<file path="config.mk">
export PLATFORM = sky130hd
export DESIGN_NAME = irq_distributor
export DESIGN_NICKNAME = d
export VERILOG_FILES = /design/src/rtl/irq_dist_pkg.sv /design/src/rtl/irq_src_regs.sv /design/src/rtl/irq_cpu_mask.sv /design/src/rtl/irq_pick.sv /design/src/rtl/irq_distributor.sv
export SDC_FILE = /design/constraint.sdc
export NUM_CORES = 1
export LEC_CHECK = 0
export BUFFER_PORTS_ARGS = -buffer_cell sky130_fd_sc_hd__buf_2
export CAP_MARGIN = 10
export CORE_MARGIN = 10
export CORE_UTILIZATION = 25
export CTS_BUF_LIST = sky130_fd_sc_hd__clkbuf_4 sky130_fd_sc_hd__clkbuf_8
export DETAILED_ROUTE_END_ITERATION = 6
export GPL_TIMING_DRIVEN = 0
export PLACE_DENSITY = 0.48
export SETUP_SLACK_MARGIN = 0.2
export SYNTH_ARGS = -nofsm -noshare
export SYNTH_HDL_FRONTEND = slang
export SYNTH_SLANG_ARGS = --single-unit
</file>
<file path="constraint.sdc">
create_clock -name clk -period 6.6 [get_ports clk]
set_clock_uncertainty 0.15 [all_clocks]
set_input_delay 0.99 -clock clk [delete_from_list [all_inputs] [get_ports clk]]
set_output_delay 0.99 -clock clk [all_outputs]
set_load 0.1 [all_outputs]
</file>
<file path="src/rtl/irq_dist_pkg.sv">
// Package: shared bus widths and register addresses of the interrupt distributor.
// Assumes a byte-addressed 12-bit register space with 32-bit data.
package irq_dist_pkg;
    localparam int ADDR_W = 12;
    localparam int DATA_W = 32;
    localparam int ID_W   = 10;

    localparam logic [ADDR_W-1:0] A_CTRL       = 12'h000;
    localparam logic [ADDR_W-1:0] A_EN_SET     = 12'h030;
    localparam logic [ADDR_W-1:0] A_EN_CLR     = 12'h034;
    localparam logic [ADDR_W-1:0] A_ACK        = 12'h044;
    localparam logic [ADDR_W-1:0] A_MSK_SET    = 12'h048;
    localparam logic [ADDR_W-1:0] A_MSK_CLR    = 12'h04C;
    localparam logic [ADDR_W-1:0] A_ROUTE_BASE = 12'h100;

    localparam logic [ID_W-1:0] ID_NONE = '1;
endpackage

</file>
<file path="src/rtl/irq_src_regs.sv">
// Module: per-source global enable bits and CPU routing words.
// Assumes one access per cycle. Enable writes carry a source number, and a
// number out of range is ignored.
module irq_src_regs
    import irq_dist_pkg::*;
#(
    parameter int NUM_SRC  = 32,
    parameter int NUM_CPUS = 4
) (
    input  logic                               clk,
    input  logic                               rst_n,
    input  logic                               wr,
    input  logic [ADDR_W-1:0]                  addr,
    input  logic [DATA_W-1:0]                  wdata,
    output logic [NUM_SRC-1:0]                 en,
    output logic [NUM_SRC-1:0][NUM_CPUS-1:0]   route
);
    localparam int SRC_W = (NUM_SRC > 1) ? $clog2(NUM_SRC) : 1;

    logic              idx_ok;
    logic [SRC_W-1:0]  idx;
    logic [ADDR_W-1:0] rt_off;
    logic              rt_hit;
    logic [SRC_W-1:0]  rt_idx;

    // Decode the source number and the routing word address.
    assign idx_ok = wdata < DATA_W'(NUM_SRC);
    assign idx    = wdata[SRC_W-1:0];
    assign rt_off = addr - A_ROUTE_BASE;
    assign rt_hit = (addr >= A_ROUTE_BASE) && (rt_off[1:0] == 2'b00)
                    && (rt_off[ADDR_W-1:2] < (ADDR_W-2)'(NUM_SRC));
    assign rt_idx = rt_off[SRC_W+1:2];

    // Global enable bits, set or cleared by source number.
    always_ff @(posedge clk) begin
        if (!rst_n) begin
            en <= '0;
        end else if (wr && idx_ok) begin
            if (addr == A_EN_SET)      en[idx] <= 1'b1;
            else if (addr == A_EN_CLR) en[idx] <= 1'b0;
        end
    end

    // Routing words, one CPU bitmap per source.
    always_ff @(posedge clk) begin
        if (!rst_n)             route <= '0;
        else if (wr && rt_hit)  route[rt_idx] <= wdata[NUM_CPUS-1:0];
    end

    assert_reset_clear_R1: assert property (@(posedge clk) disable iff (!rst_n)
        $past(!rst_n) |-> (en == '0 && route == '0));
    assert_enable_set_R2: assert property (@(posedge clk) disable iff (!rst_n)
        (wr && addr == A_EN_SET && idx_ok) |=> en[$past(idx)]);
    assert_enable_clr_R3: assert property (@(posedge clk) disable iff (!rst_n)
        (wr && addr == A_EN_CLR && idx_ok) |=> !en[$past(idx)]);
    assert_range_ignored_R12: assert property (@(posedge clk) disable iff (!rst_n)
        (wr && !idx_ok && !rt_hit) |=> $stable(en) && $stable(route));
endmodule

</file>
<file path="src/rtl/irq_cpu_mask.sv">
// Module: the private mask of one CPU. A set bit blocks that source.
// Assumes wr is already qualified with the issuing CPU's index.
module irq_cpu_mask
    import irq_dist_pkg::*;
#(
    parameter int NUM_SRC = 32
) (
    input  logic                clk,
    input  logic                rst_n,
    input  logic                wr,
    input  logic [ADDR_W-1:0]   addr,
    input  logic [DATA_W-1:0]   wdata,
    output logic [NUM_SRC-1:0]  mask
);
    localparam int SRC_W = (NUM_SRC > 1) ? $clog2(NUM_SRC) : 1;

    logic             idx_ok;
    logic [SRC_W-1:0] idx;

    // Decode the source number carried by the write.
    assign idx_ok = wdata < DATA_W'(NUM_SRC);
    assign idx    = wdata[SRC_W-1:0];

    // Mask bits: set masks, clear unmasks. Reset masks everything.
    always_ff @(posedge clk) begin
        if (!rst_n) begin
            mask <= '1;
        end else if (wr && idx_ok) begin
            if (addr == A_MSK_SET)      mask[idx] <= 1'b1;
            else if (addr == A_MSK_CLR) mask[idx] <= 1'b0;
        end
    end

    assert_mask_set_R4: assert property (@(posedge clk) disable iff (!rst_n)
        (wr && addr == A_MSK_SET && idx_ok) |=> mask[$past(idx)]);
    assert_mask_clr_R5: assert property (@(posedge clk) disable iff (!rst_n)
        (wr && addr == A_MSK_CLR && idx_ok) |=> !mask[$past(idx)]);
    assert_no_write_stable_R4: assert property (@(posedge clk) disable iff (!rst_n)
        !wr |=> $stable(mask));
endmodule

</file>
<file path="src/rtl/irq_pick.sv">
// Module: fixed-priority encoder. It returns the lowest set index, or the
// no-source code when no bit is set.
// Assumes NUM_SRC is below the no-source code (1023).
module irq_pick
    import irq_dist_pkg::*;
#(
    parameter int NUM_SRC = 32
) (
    input  logic [NUM_SRC-1:0] elig,
    output logic [ID_W-1:0]    id,
    output logic               any
);
    // Scan from the top so that the lowest eligible index wins.
    always_comb begin
        id = ID_NONE;
        for (int s = NUM_SRC - 1; s >= 0; s--) begin
            if (elig[s]) id = ID_W'(s);
        end
    end

    // Flag when any source is eligible.
    assign any = |elig;
endmodule

</file>
<file path="src/rtl/irq_distributor.sv">
// Module: top of the level-sensitive interrupt distributor for several CPUs.
// Assumes each bus access identifies its CPU in bus_cpu. Reads are
// combinational and have no side effect.
module irq_distributor
    import irq_dist_pkg::*;
#(
    parameter int NUM_CPUS  = 4,
    parameter int NUM_SRC   = 32,
    parameter int TIMER_SRC = 5,
    localparam int CPU_W    = (NUM_CPUS > 1) ? $clog2(NUM_CPUS) : 1
) (
    input  logic                clk,
    input  logic                rst_n,
    input  logic                bus_wr,
    input  logic [CPU_W-1:0]    bus_cpu,
    input  logic [ADDR_W-1:0]   bus_addr,
    input  logic [DATA_W-1:0]   bus_wdata,
    output logic [DATA_W-1:0]   bus_rdata,
    input  logic [NUM_SRC-1:0]  irq_src,
    output logic [NUM_CPUS-1:0] cpu_irq
);
    localparam int SRC_W = (NUM_SRC > 1) ? $clog2(NUM_SRC) : 1;

    logic [NUM_SRC-1:0]               en;
    logic [NUM_SRC-1:0][NUM_CPUS-1:0] route;
    logic [NUM_CPUS-1:0][NUM_SRC-1:0] mask;
    logic [NUM_CPUS-1:0][NUM_SRC-1:0] elig;
    logic [NUM_CPUS-1:0][ID_W-1:0]    ack_id;
    logic [ADDR_W-1:0]                rd_off;
    logic                             rd_route;

    irq_src_regs #(.NUM_SRC(NUM_SRC), .NUM_CPUS(NUM_CPUS)) i_src_regs (
        .clk(clk), .rst_n(rst_n), .wr(bus_wr), .addr(bus_addr),
        .wdata(bus_wdata), .en(en), .route(route)
    );

    for (genvar c = 0; c < NUM_CPUS; c++) begin : g_cpu
        irq_cpu_mask #(.NUM_SRC(NUM_SRC)) i_mask (
            .clk(clk), .rst_n(rst_n),
            .wr(bus_wr && (bus_cpu == CPU_W'(c))),
            .addr(bus_addr), .wdata(bus_wdata), .mask(mask[c])
        );

        for (genvar s = 0; s < NUM_SRC; s++) begin : g_src
            if (s == TIMER_SRC) begin : g_timer
                // The timer is gated only by this CPU's private mask.
                assign elig[c][s] = irq_src[s] && !mask[c][s];
            end else begin : g_shared
                // Shared sources need the enable bit and a route to this CPU.
                assign elig[c][s] = irq_src[s] && !mask[c][s] && en[s] && route[s][c];
            end
        end

        irq_pick #(.NUM_SRC(NUM_SRC)) i_pick (
            .elig(elig[c]), .id(ack_id[c]), .any(cpu_irq[c])
        );

        assert_ack_valid_R7: assert property (@(posedge clk) disable iff (!rst_n)
            cpu_irq[c] |-> (ack_id[c] < ID_W'(NUM_SRC)) && irq_src[ack_id[c][SRC_W-1:0]]
                           && !mask[c][ack_id[c][SRC_W-1:0]]);
        assert_idle_none_R10: assert property (@(posedge clk) disable iff (!rst_n)
            !cpu_irq[c] |-> (ack_id[c] == ID_NONE));
        assert_level_drop_R13: assert property (@(posedge clk) disable iff (!rst_n)
            (irq_src == '0) |-> !cpu_irq[c]);
    end

    // Decode a read of a routing word.
    assign rd_off   = bus_addr - A_ROUTE_BASE;
    assign rd_route = (bus_addr >= A_ROUTE_BASE) && (rd_off[1:0] == 2'b00)
                      && (rd_off[ADDR_W-1:2] < (ADDR_W-2)'(NUM_SRC));

    // Read data: control word, the issuing CPU's acknowledge value, or a routing word.
    always_comb begin
        bus_rdata = '0;
        if (bus_addr == A_CTRL) begin
            bus_rdata[11:2] = 10'(NUM_SRC);
        end else if (bus_addr == A_ACK) begin
            bus_rdata[ID_W-1:0] = ack_id[bus_cpu];
        end else if (rd_route) begin
            bus_rdata[NUM_CPUS-1:0] = route[rd_off[SRC_W+1:2]];
        end
    end
endmodule

</file>
==> results.py, run 1 <==
metrics = {
    "run_status": {
        "outcome": "complete, no violations",
    },
    "routing": {
        "firstDrtPassIters": 5,
        "wl_met2_um": 35300,
        "drcViolationCount": 0,
        "num_vias": 16600,
        "dr_wl_met3_um": 7610,
        "highest_layer": "met5",
        "drt-met1-wl_um": 34800,
        "wirelength_um": 81400,
        "drtIter0Drc": 2200,
        "via_per_inst": 5.74,
        "wire_per_inst_um": 28.2,
        "ant_nets": 0,
    },
    "finish": {
        "drive_gt1_share_pct": 13.1,
        "regArea_um2": 5750,
        "final_nets": 2155,
        "area_delta_synth_final_pct": 17.3,
        "multi_input_area_um2": 8530,
        "num-fill-cells": 6388,
    },
    "cts": {
        "clkLatencyLatePin_ps": 650,
        "cts_setup_buffers": 0,
        "clk_path_buf_depth": 3,
        "cts_buffers": 53,
        "root_buffer": "clkbuf_8",
        "cts.sinks": 287,
        "cts_tree": "yes",
        "clk_pin_slew_ps": 60,
        "postCtsResizedCells": 0,
        "hold_buffers": 0,
        "htree_levels": 2,
    },
    "floorplan": {
        "initial_core_util_pct": 25.4,
        "chipHeight_um": 265,
        "pin_count": 117,
        "die_x_um": 265,
        "dieArea_um2": 70300,
        "fp-row-count": 89,
        "core_area_um2": 59200,
    },
    "synth": {
        "synth_edf_count": 0,
        "ys_async_sr_fraction_pct": 0,
        "synth-seq-cells": 287,
        "syn_area_per_cell_um2": 7.86,
        "ys_types": 60,
        "synthFlopType": "dfxtp_1",
        "yosys_warnings": 0,
        "synthCells": 1910,
        "seq_area_frac_synth_pct": 38.3,
        "synth.cell_area_um2": 15000,
    },
    "power_and_ir_drop": {
        "internal_power_mw": 2.83,
        "power_frac_clock_pct": 47.4,
        "p_comb_share_pct": 8.2,
        "p_sw_mw": 1.07,
        "power_mw": 3.90,
        "leakagePower_nw": 6.86,
        "seqPwrFrac_pct": 44.4,
        "p_per_area_nw_per_um2": 221,
        "switching_share_pct": 27.5,
        "ir_drop_v": 0.000135,
    },
    "critical_path": {
        "cp.required_ps": 5460,
        "cp-end-kind": "output port",
        "critPathMaxFanout": 10,
        "critical_path_arrival_ps": 5180,
        "path_class": "input pin to output port",
        "crit_path_start_kind": "input pin",
    },
    "timing": {
        "setup_tns_ps": 0,
        "rsz0062_at_grt": "false",
        "setup_slack_ps": 279,
        "drv_slew": 0,
        "post-route-min-period_ps": 6320,
        "finalCritPeriodShare_pct": 95.8,
        "fmax_ghz": 0.158,
        "relSlewSlack_pct": 14.5,
        "setup_viol": 0,
        "hold_viol_final": 0,
        "tightest_slew_ps": 1280,
    },
    "grt": {
        "antenna_found_initial": 4,
        "gr-usage-all-layers_pct": 22.1,
        "first_global_vias": 15100,
        "grt_pass1_wl_um": 113000,
        "grt_max_degree": 14,
        "grt_overflow": 0,
    },
    "placed_design": {
        "preCtsSetupSlack_ps": 479,
        "io_buffers": 88,
        "place_hpwl_um": 61600,
        "gp_routability_congestion": 0.991,
    },
    "run": {
        "drv_cap": 0,
    },
    "min_path": {
        "hold_path.class": "flop to flop",
    },
}
layout make-up:
type / instances / area share [%]
Tap cell: 773 / 5.49
Inverter: 14 / 0.298
Multi-Input combinational cell: 1464 / 48.4
Timing Repair Buffer: 88 / 2.50
Antenna cell: 2 / 0.0284
Clock buffer: 84 / 5.96
Buffer: 166 / 4.37
Sequential cell: 287 / 32.6
Clock inverter: 7 / 0.355
cells in the final DEF (no fill, tap or decap), types with 5 or more instances in the layout:
cell type    n
a211oi_1     8
a21oi_1    178
a311oi_1     6
a31oi_1     10
and3_1       5
and4b_1     28
buf_1        6
buf_2      107
buf_4       33
clkbuf_1   108
clkbuf_4    17
clkbuf_8    67
clkinv_2     5
conb_1      22
dfxtp_1    287
inv_1       14
mux4_2      35
nand2_1    437
nand2b_1    18
nand3_1     28
nand3b_1     6
nand4_1     25
nand4b_1    98
nor2_1     125
nor2b_1      7
nor3_1      25
nor3b_1     10
nor4_1      16
o211ai_1   132
o21ai_0    154
o22ai_1      7
o31ai_1     27
stage by stage:
stage               utilization [%]  std cells  cell area (µm²)  hold WS [ps]
floorplan                         -       1931            15100           296
global placement               27.9       2792            16500           305
detailed placement             27.9       2792            16500           314
CTS                            29.7       2883            17600           326
global route                   29.7       2885            17600           346
finish                         29.7       2885            17600           325
critical path: stages:
cell and delay (ps):
buf_2 250, buf_2 550, buf_2 600, buf_1 960, mux4_2 460, o22ai_1 120
nor3_1 290, o21ai_0 200, o31ai_1 200, buf_2 530
logic make-up after synthesis:
family / after synthesis / share of synthesized area, %
AND/OR/NAND/NOR: 851 / 28.6
AO/OA/AOI/OAI: 553 / 22.2
flip-flops: 287 / 38.3
buffers and inverters: 180 / 5.48
multiplexers: 38 / 5.45
other: 1 / 0.0250
power groups by stage:
stage / logic [mW] / clock network (mW) / registers (mW)
6_report: 0.318 / 1.85 / 1.73
5_1_grt: 0.326 / 1.95 / 1.73
4_1_cts: 0.309 / 1.87 / 1.73
3_5_place_dp: 0.308 / 0 / 1.77
3_3_place_gp: 0.308 / 0 / 1.77
2_1_floorplan: 0.171 / 0 / 1.77
metal layers:
layer | vias up | global-route usage, %
met1 | 8052 | 29.5
li1 | 7304 | -
met2 | 1004 | 34.2
met5 | - | 0
met4 | 6 | 9.29
met3 | 187 | 4.57
synth_stat cells (2+ instances only):
cell type  number  share of area, %
o22ai_1         7              0.29
o2111ai_1       3              0.17
or2_2           3              0.12
buf_2          19              0.63
nor4_1         16              0.67
nand2_1       437                11
nand2b_1       18              0.75
mux4_2         35               5.2
a41oi_1         3              0.17
o211ai_1      132               6.6
mux2i_1         3              0.20
o22a_1          2              0.12
nor3_2          2              0.13
a21oi_1       178               5.9
nor2_1        125               3.1
o21ai_0       154               5.1
o311ai_0        4              0.23
and3_1          5              0.21
nor2b_1         7              0.29
nor3b_1        10              0.50
or3_1           3              0.12
nand4_1        25               1.0
o31ai_1        27               1.3
buf_1           6              0.15
nand3_1        28              0.93
a311oi_1        6              0.35
nor4b_1         4              0.23
a21boi_0        2              0.10
or4_1           2              0.10
a211oi_1        8              0.40
o221ai_1        2              0.12
nand4b_1       98               5.7
and2_1          2             0.083
o21bai_1        3              0.15
buf_4          33               1.6
nand3b_1        6              0.30
a31oi_1        10              0.42
dfxtp_1       287                38
a221oi_1        2              0.12
and4b_1        28               1.9
inv_1          14              0.35
clkbuf_1      108               2.7
a211o_1         2              0.12
nor3_1         25              0.83
worst paths after layout:
check,from,to,slack (ps),depth (start not counted)
setup / recovery,bus_addr[3],bus_rdata[2],280,10
setup reg to reg,flop,flop,5560,2
hold / removal,flop,flop,330,2
hold reg to reg,flop,flop,330,2
(Power assumes the default switching activity.)
==> run 2, diff against run 1 <==
--- a/config.mk
+++ b/config.mk
@@ -5,6 +5,7 @@
 export SDC_FILE = /design/constraint.sdc
 export NUM_CORES = 1
 export LEC_CHECK = 0
+export ABC_AREA = 1
 export BUFFER_PORTS_ARGS = -buffer_cell sky130_fd_sc_hd__buf_2
 export CAP_MARGIN = 10
 export CORE_MARGIN = 10
==> results.py, run 2 <==
metrics = {
    "run_status": {
        "outcome": "complete, no violations",
    },
    "power_and_ir_drop": {
        "p_per_area_nw_per_um2": 236,
        "leakagePower_nw": 6.16,
        "ir_drop_v": 0.000105,
        "power_mw": 4.09,
    },
    "critical_path": {
        "cp.required_ps": 5460,
        "ff2ff_path_depth": 2,
        "crit_slowest_cell": "buf_1",
        "r2r_end": "i_src_regs.route[70]",
        "path_common_cell": "buf_2",
        "reg2reg_from": "i_src_regs.route[70]",
        "worst-path-buf-inv": 5,
        "crit_path_max_incr_delay_ps": 890,
        "r2r_slack_ps": 5720,
        "cp-end-kind": "output port",
        "critPathMaxFanout": 10,
        "worstPathCellList": "buf_2, nor2_1, buf_6, inv_2, buf_1, o22ai_1, o21ai_0, nand4_1, or3_1, a21oi_1, buf_2",
        "critical_path_arrival_ps": 5320,
        "path_class": "input pin to output port",
        "cp_top_family": "buffers and inverters",
        "crit_path_start_kind": "input pin",
    },
    "placed_design": {
        "io_buffers": 90,
        "place_hpwl_um": 53400,
        "preCtsSetupSlack_ps": 281,
        "gp_routability_congestion": 0.979,
    },
    "routing": {
        "firstDrtPassIters": 5,
        "drtIter0Drc": 1850,
        "drt-met1-wl_um": 31200,
        "ant_nets": 0,
        "wirelength_um": 71800,
        "wire_per_inst_um": 23.5,
        "num_vias": 16000,
        "via_per_inst": 5.22,
        "dr_wl_met3_um": 6880,
        "drcViolationCount": 0,
        "wl_met2_um": 31400,
        "highest_layer": "met4",
    },
    "min_path": {
        "min_to": "i_src_regs.route[23]",
        "whs_path_depth": 2,
        "hold_path.class": "flop to flop",
        "hold_start": "i_src_regs.route[23]",
    },
    "synth": {
        "synthCells": 2080,
        "yosys_warnings": 0,
        "syn_area_per_cell_um2": 6.98,
        "ys_types": 38,
        "synth_edf_count": 0,
        "synthTopCellsByCount": "nand2_1 (313), dfxtp_1 (287), inv_1 (253), a21oi_1 (169), nor2_1 (158)",
        "synth_top_area_cell": "dfxtp_1",
        "seq_area_frac_synth_pct": 39.6,
        "synth.cell_area_um2": 14500,
        "ys_top_cells_by_area": "dfxtp_1 (40%), nand2_1 (8.1%), o311ai_1 (7.7%)",
        "synth-seq-cells": 287,
        "yosysMostFrequentCell": "nand2_1",
        "yosys.area.top_type_share_pct": 39.6,
        "ys_async_sr_fraction_pct": 0,
        "synthFlopType": "dfxtp_1",
    },
    "cts": {
        "htree_levels": 2,
        "cts.sinks": 287,
        "cts_buffers": 55,
        "cts_setup_buffers": 0,
        "clkLatencyLatePin_ps": 650,
        "clk_path_buf_depth": 3,
        "clk_pin_slew_ps": 60,
        "root_buffer": "clkbuf_8",
        "postCtsResizedCells": 0,
        "hold_buffers": 0,
        "cts_tree": "yes",
    },
    "finish": {
        "final_common_cell": "nand2_1",
        "mostFrequentLayoutCells": "nand2_1 (313), dfxtp_1 (287), inv_1 (253), a21oi_1 (169), nor2_1 (158)",
        "final_nets": 2330,
        "area_delta_synth_final_pct": 19.1,
        "drive_gt1_share_pct": 12.2,
    },
    "grt": {
        "gr-usage-all-layers_pct": 20.4,
        "grt_max_degree": 14,
        "antenna_found_initial": 1,
        "first_global_vias": 15000,
        "grt_overflow": 0,
        "grt_pass1_wl_um": 102000,
    },
    "floorplan": {
        "core_area_um2": 57600,
        "chipHeight_um": 261,
        "initial_core_util_pct": 25.2,
        "die_x_um": 261,
        "pin_count": 117,
        "fp-row-count": 88,
        "dieArea_um2": 68100,
    },
    "run": {
        "drv_cap": 0,
    },
    "timing": {
        "tightest_slew_ps": 1350,
        "finalCritPeriodShare_pct": 97.8,
        "setup_slack_ps": 144,
        "post-route-min-period_ps": 6460,
        "drv_slew": 0,
        "rsz0062_at_grt": "false",
        "fmax_ghz": 0.155,
        "relSlewSlack_pct": 9.44,
        "setup_viol": 0,
        "hold_viol_final": 0,
        "timing.hold.ws_ps": 306,
    },
}
## run 2: cell types whose count changed after synthesis, sizes merged, moves of 19 or more
| cell | before | now |
|---|---|---|
| o21a | 1 | 32 |
| and4b | 28 | 0 |
| nor3 | 27 | 131 |
| mux4 | 35 | 0 |
| o311ai | 4 | 128 |
| inv | 14 | 305 |
| o21ai | 155 | 286 |
| buf | 58 | 39 |
| o31ai | 27 | 0 |
| o22ai | 7 | 50 |
| nand2 | 437 | 314 |
| nor2 | 125 | 159 |
| nand4b | 98 | 0 |
| o211ai | 132 | 0 |
## run 2: cells by family (layout without fill, tap and decap cells)
family,count (synthesis),count (layout),share of synthesized area [%]
compound gates,688,688,28.6
flops,287,287,39.6
other cells,1,24,0.0258
simple gates,663,663,19.3
buf+inv,441,629,12.5
## run 2: layer usage
layer / track usage, % / vias to the layer above
li1: - / 7478
met1: 27.5 / 7568
met2: 32.3 / 763
met3: 4.03 / 143
met4: 6.28 / 0
met5: 0 / -
## run 2: how the worst max path moves through the flow
stage	startpoint	slack, ps	end	cells past startpoint
floorplan	bus_addr[2]	-20	bus_rdata[4]	8
global placement	bus_addr[3]	240	bus_rdata[2]	10
detailed placement	bus_addr[3]	280	bus_rdata[2]	11
CTS	bus_addr[2]	270	bus_rdata[4]	10
global route	bus_addr[3]	280	bus_rdata[2]	11
finish	bus_addr[3]	140	bus_rdata[2]	11
## run 2: power by group
group / internal (mW) / total (mW) / leakage (nW) / switching (mW)
clock network: 1.20 / 2.04 / 0.663 / 0.837
logic: 0.0659 / 0.316 / 3.18 / 0.250
registers: 1.73 / 1.73 / 2.32 / 0.0000977
## run 2: stage by stage
stage	util (%)	instances	TNS, ps	cell area, µm²
after detailed placement	27.8	2957	0	16000
after floorplan	-	2101	-16.2	14600
after global placement	27.8	2956	0	16000
after global routing	30.0	3054	0	17300
after CTS	30.0	3054	0	17300
final	30.0	3056	0	17300
## run 2: area by class of cell
class | count | area [µm²]
sequential | 287 | 5750
inverter | 310 | 1220
clock inverter | 7 | 113
timing repair buffer | 91 | 462
fill | 6352 | 40300
antenna | 2 | 5.00
buffer | 131 | 601
multi-input combinational | 1373 | 7040
clock buffer | 90 | 1140
tap | 765 | 957
## run 2: worst register-to-register path, delay by kind of cell, from the launching register on
family | cells | cell delay (ps)
AO/OA/AOI/OAI | 2 | 240
flip-flops | 1 | 340
==> run 3, diff against run 2 <==
--- a/config.mk
+++ b/config.mk
@@ -8,9 +8,9 @@
 export ABC_AREA = 1
 export BUFFER_PORTS_ARGS = -buffer_cell sky130_fd_sc_hd__buf_2
 export CAP_MARGIN = 10
-export CORE_MARGIN = 10
+export CORE_MARGIN = 4
 export CORE_UTILIZATION = 25
-export CTS_BUF_LIST = sky130_fd_sc_hd__clkbuf_4 sky130_fd_sc_hd__clkbuf_8
+export CTS_BUF_LIST = sky130_fd_sc_hd__clkbuf_4
 export DETAILED_ROUTE_END_ITERATION = 6
 export GPL_TIMING_DRIVEN = 0
 export PLACE_DENSITY = 0.48
==> results.py, run 3 (synthesized netlist as in run 2, its figures left out) <==
metrics = {
    "run_status": {
        "outcome": "complete, no violations",
    },
    "grt": {
        "grt_max_degree": 11,
        "gr-usage-all-layers_pct": 21.9,
        "grt_overflow": 0,
        "grt_pass1_wl_um": 102000,
        "antenna_found_initial": 2,
        "first_global_vias": 15400,
    },
    "routing": {
        "drtIter0Drc": 1745,
        "via_per_inst": 5.27,
        "num_vias": 16300,
        "ant_nets": 0,
        "wire_per_inst_um": 22.9,
        "drcViolationCount": 0,
        "firstDrtPassIters": 6,
        "wirelength_um": 71000,
    },
    "cts": {
        "cts.sinks": 287,
        "hold_buffers": 0,
        "root_buffer": "clkbuf_4",
        "clk_path_buf_depth": 3,
        "htree_levels": 3,
        "clk_pin_slew_ps": 60,
        "clkLatencyLatePin_ps": 770,
        "postCtsResizedCells": 0,
        "cts_buffers": 84,
        "cts_setup_buffers": 0,
        "cts_tree": "yes",
    },
    "timing": {
        "setup_viol": 0,
        "tightest_slew_ps": 1420,
        "drv_slew": 0,
        "setup_tns_ps": 0,
        "rsz0062_at_grt": "false",
        "hold_viol_final": 0,
        "timing.hold.ws_ps": 313,
        "fmax_ghz": 0.155,
        "post-route-min-period_ps": 6440,
        "relSlewSlack_pct": 4.78,
        "finalCritPeriodShare_pct": 97.6,
    },
    "critical_path": {
        "cp-end-kind": "output port",
        "critPathMaxFanout": 10,
        "r2r_end": "i_src_regs.route[69]",
        "startpoint": "bus_addr[2]",
        "cp.required_ps": 5460,
        "ff2ff_path_depth": 2,
        "reg2reg_from": "i_src_regs.route[69]",
        "crit_path_start_kind": "input pin",
        "path_class": "input pin to output port",
        "critical_path_arrival_ps": 5300,
        "r2r_slack_ps": 5660,
    },
    "finish": {
        "drive_gt1_share_pct": 13.1,
        "num-fill-cells": 6425,
        "design_area_um2": 17000,
        "multi_input_area_um2": 7040,
        "final_nets": 2362,
        "area_delta_synth_final_pct": 17.3,
        "mostFrequentLayoutCells": "nand2_1 (313), dfxtp_1 (287), inv_1 (253), a21oi_1 (169), nor2_1 (158)",
        "regArea_um2": 5750,
        "final_common_cell": "nand2_1",
    },
    "power_and_ir_drop": {
        "ir_drop_v": 0.000106,
        "power_frac_clock_pct": 44.7,
        "p_sw_mw": 1.05,
        "p_comb_share_pct": 8.5,
        "leakagePower_nw": 6.10,
        "p_per_area_nw_per_um2": 217,
        "switching_share_pct": 28.5,
        "internal_power_mw": 2.64,
        "seqPwrFrac_pct": 46.9,
    },
    "placed_design": {
        "place_hpwl_um": 52500,
        "dpl_cell_area_um2": 16000,
        "gp_routability_congestion": 0.958,
        "io_buffers": 90,
    },
    "floorplan": {
        "dieArea_um2": 62000,
        "pin_count": 117,
        "fp-row-count": 88,
        "chipHeight_um": 249,
        "core_area_um2": 57600,
        "die_x_um": 249,
        "initial_core_util_pct": 25.2,
    },
    "min_path": {
        "hold_path.class": "flop to flop",
        "whs_path_depth": 1,
    },
    "run": {
        "drv_cap": 0,
    },
}
-- run 3: through the flow --
stage | util, % | total power [mW] | std cells | setup WS, ps
finish | 29.6 | 3.70 | 3098 | 161
global route | 29.6 | 3.84 | 3097 | 235
CTS | 29.5 | 3.72 | 3093 | 215
detailed placement | 27.8 | 2.07 | 2957 | 238
global placement | 27.8 | 2.07 | 2956 | 199
floorplan | - | 1.95 | 2101 | -16.2
-- run 3: power by group through the flow --
stage,Combinational (mW),Sequential [mW],Clock (mW)
2_1_floorplan,0.175,1.77,0
5_1_grt,0.325,1.73,1.79
6_report,0.313,1.73,1.65
3_3_place_gp,0.302,1.77,0
3_5_place_dp,0.303,1.77,0
4_1_cts,0.304,1.73,1.69
-- run 3: final cells by class --
cell class                 instances  share of cell area, %
antenna                            2                 0.0294
sequential                       287                   33.7
inverter                         310                   7.16
clock buffer                     117                   5.16
buffer                           131                   3.53
timing repair buffer              94                   2.85
multi-input combinational       1373                   41.3
tap                              765                   5.62
clock inverter                    19                  0.581
-- run 3: per-layer routing --
layer | global-route usage, % | share of wire (%)
met1 | 29.3 | 43
met2 | 35.0 | 45
met3 | 4.29 | 8.8
met4 | 8.38 | 3.5
met5 | 0 | 0
-- run 3: worst max-delay path by stage --
stage / slack (ps) / cells past startpoint / endpoint
final: 160 / 11 / bus_rdata[7]
after global routing: 240 / 11 / bus_rdata[7]
after CTS: 210 / 10 / bus_rdata[4]
after detailed placement: 240 / 10 / bus_rdata[4]
after global placement: 200 / 10 / bus_rdata[4]
after floorplan: -20 / 8 / bus_rdata[4]
-- run 3: critical path, stage by stage --
cell and delay [ps]:
buf_2 130, inv_1 60, nor2_2 580, inv_2 60, clkbuf_1 460, clkbuf_1 520
nor3_1 740, inv_2 220, a211oi_2 700, a31o_1 330, buf_2 480
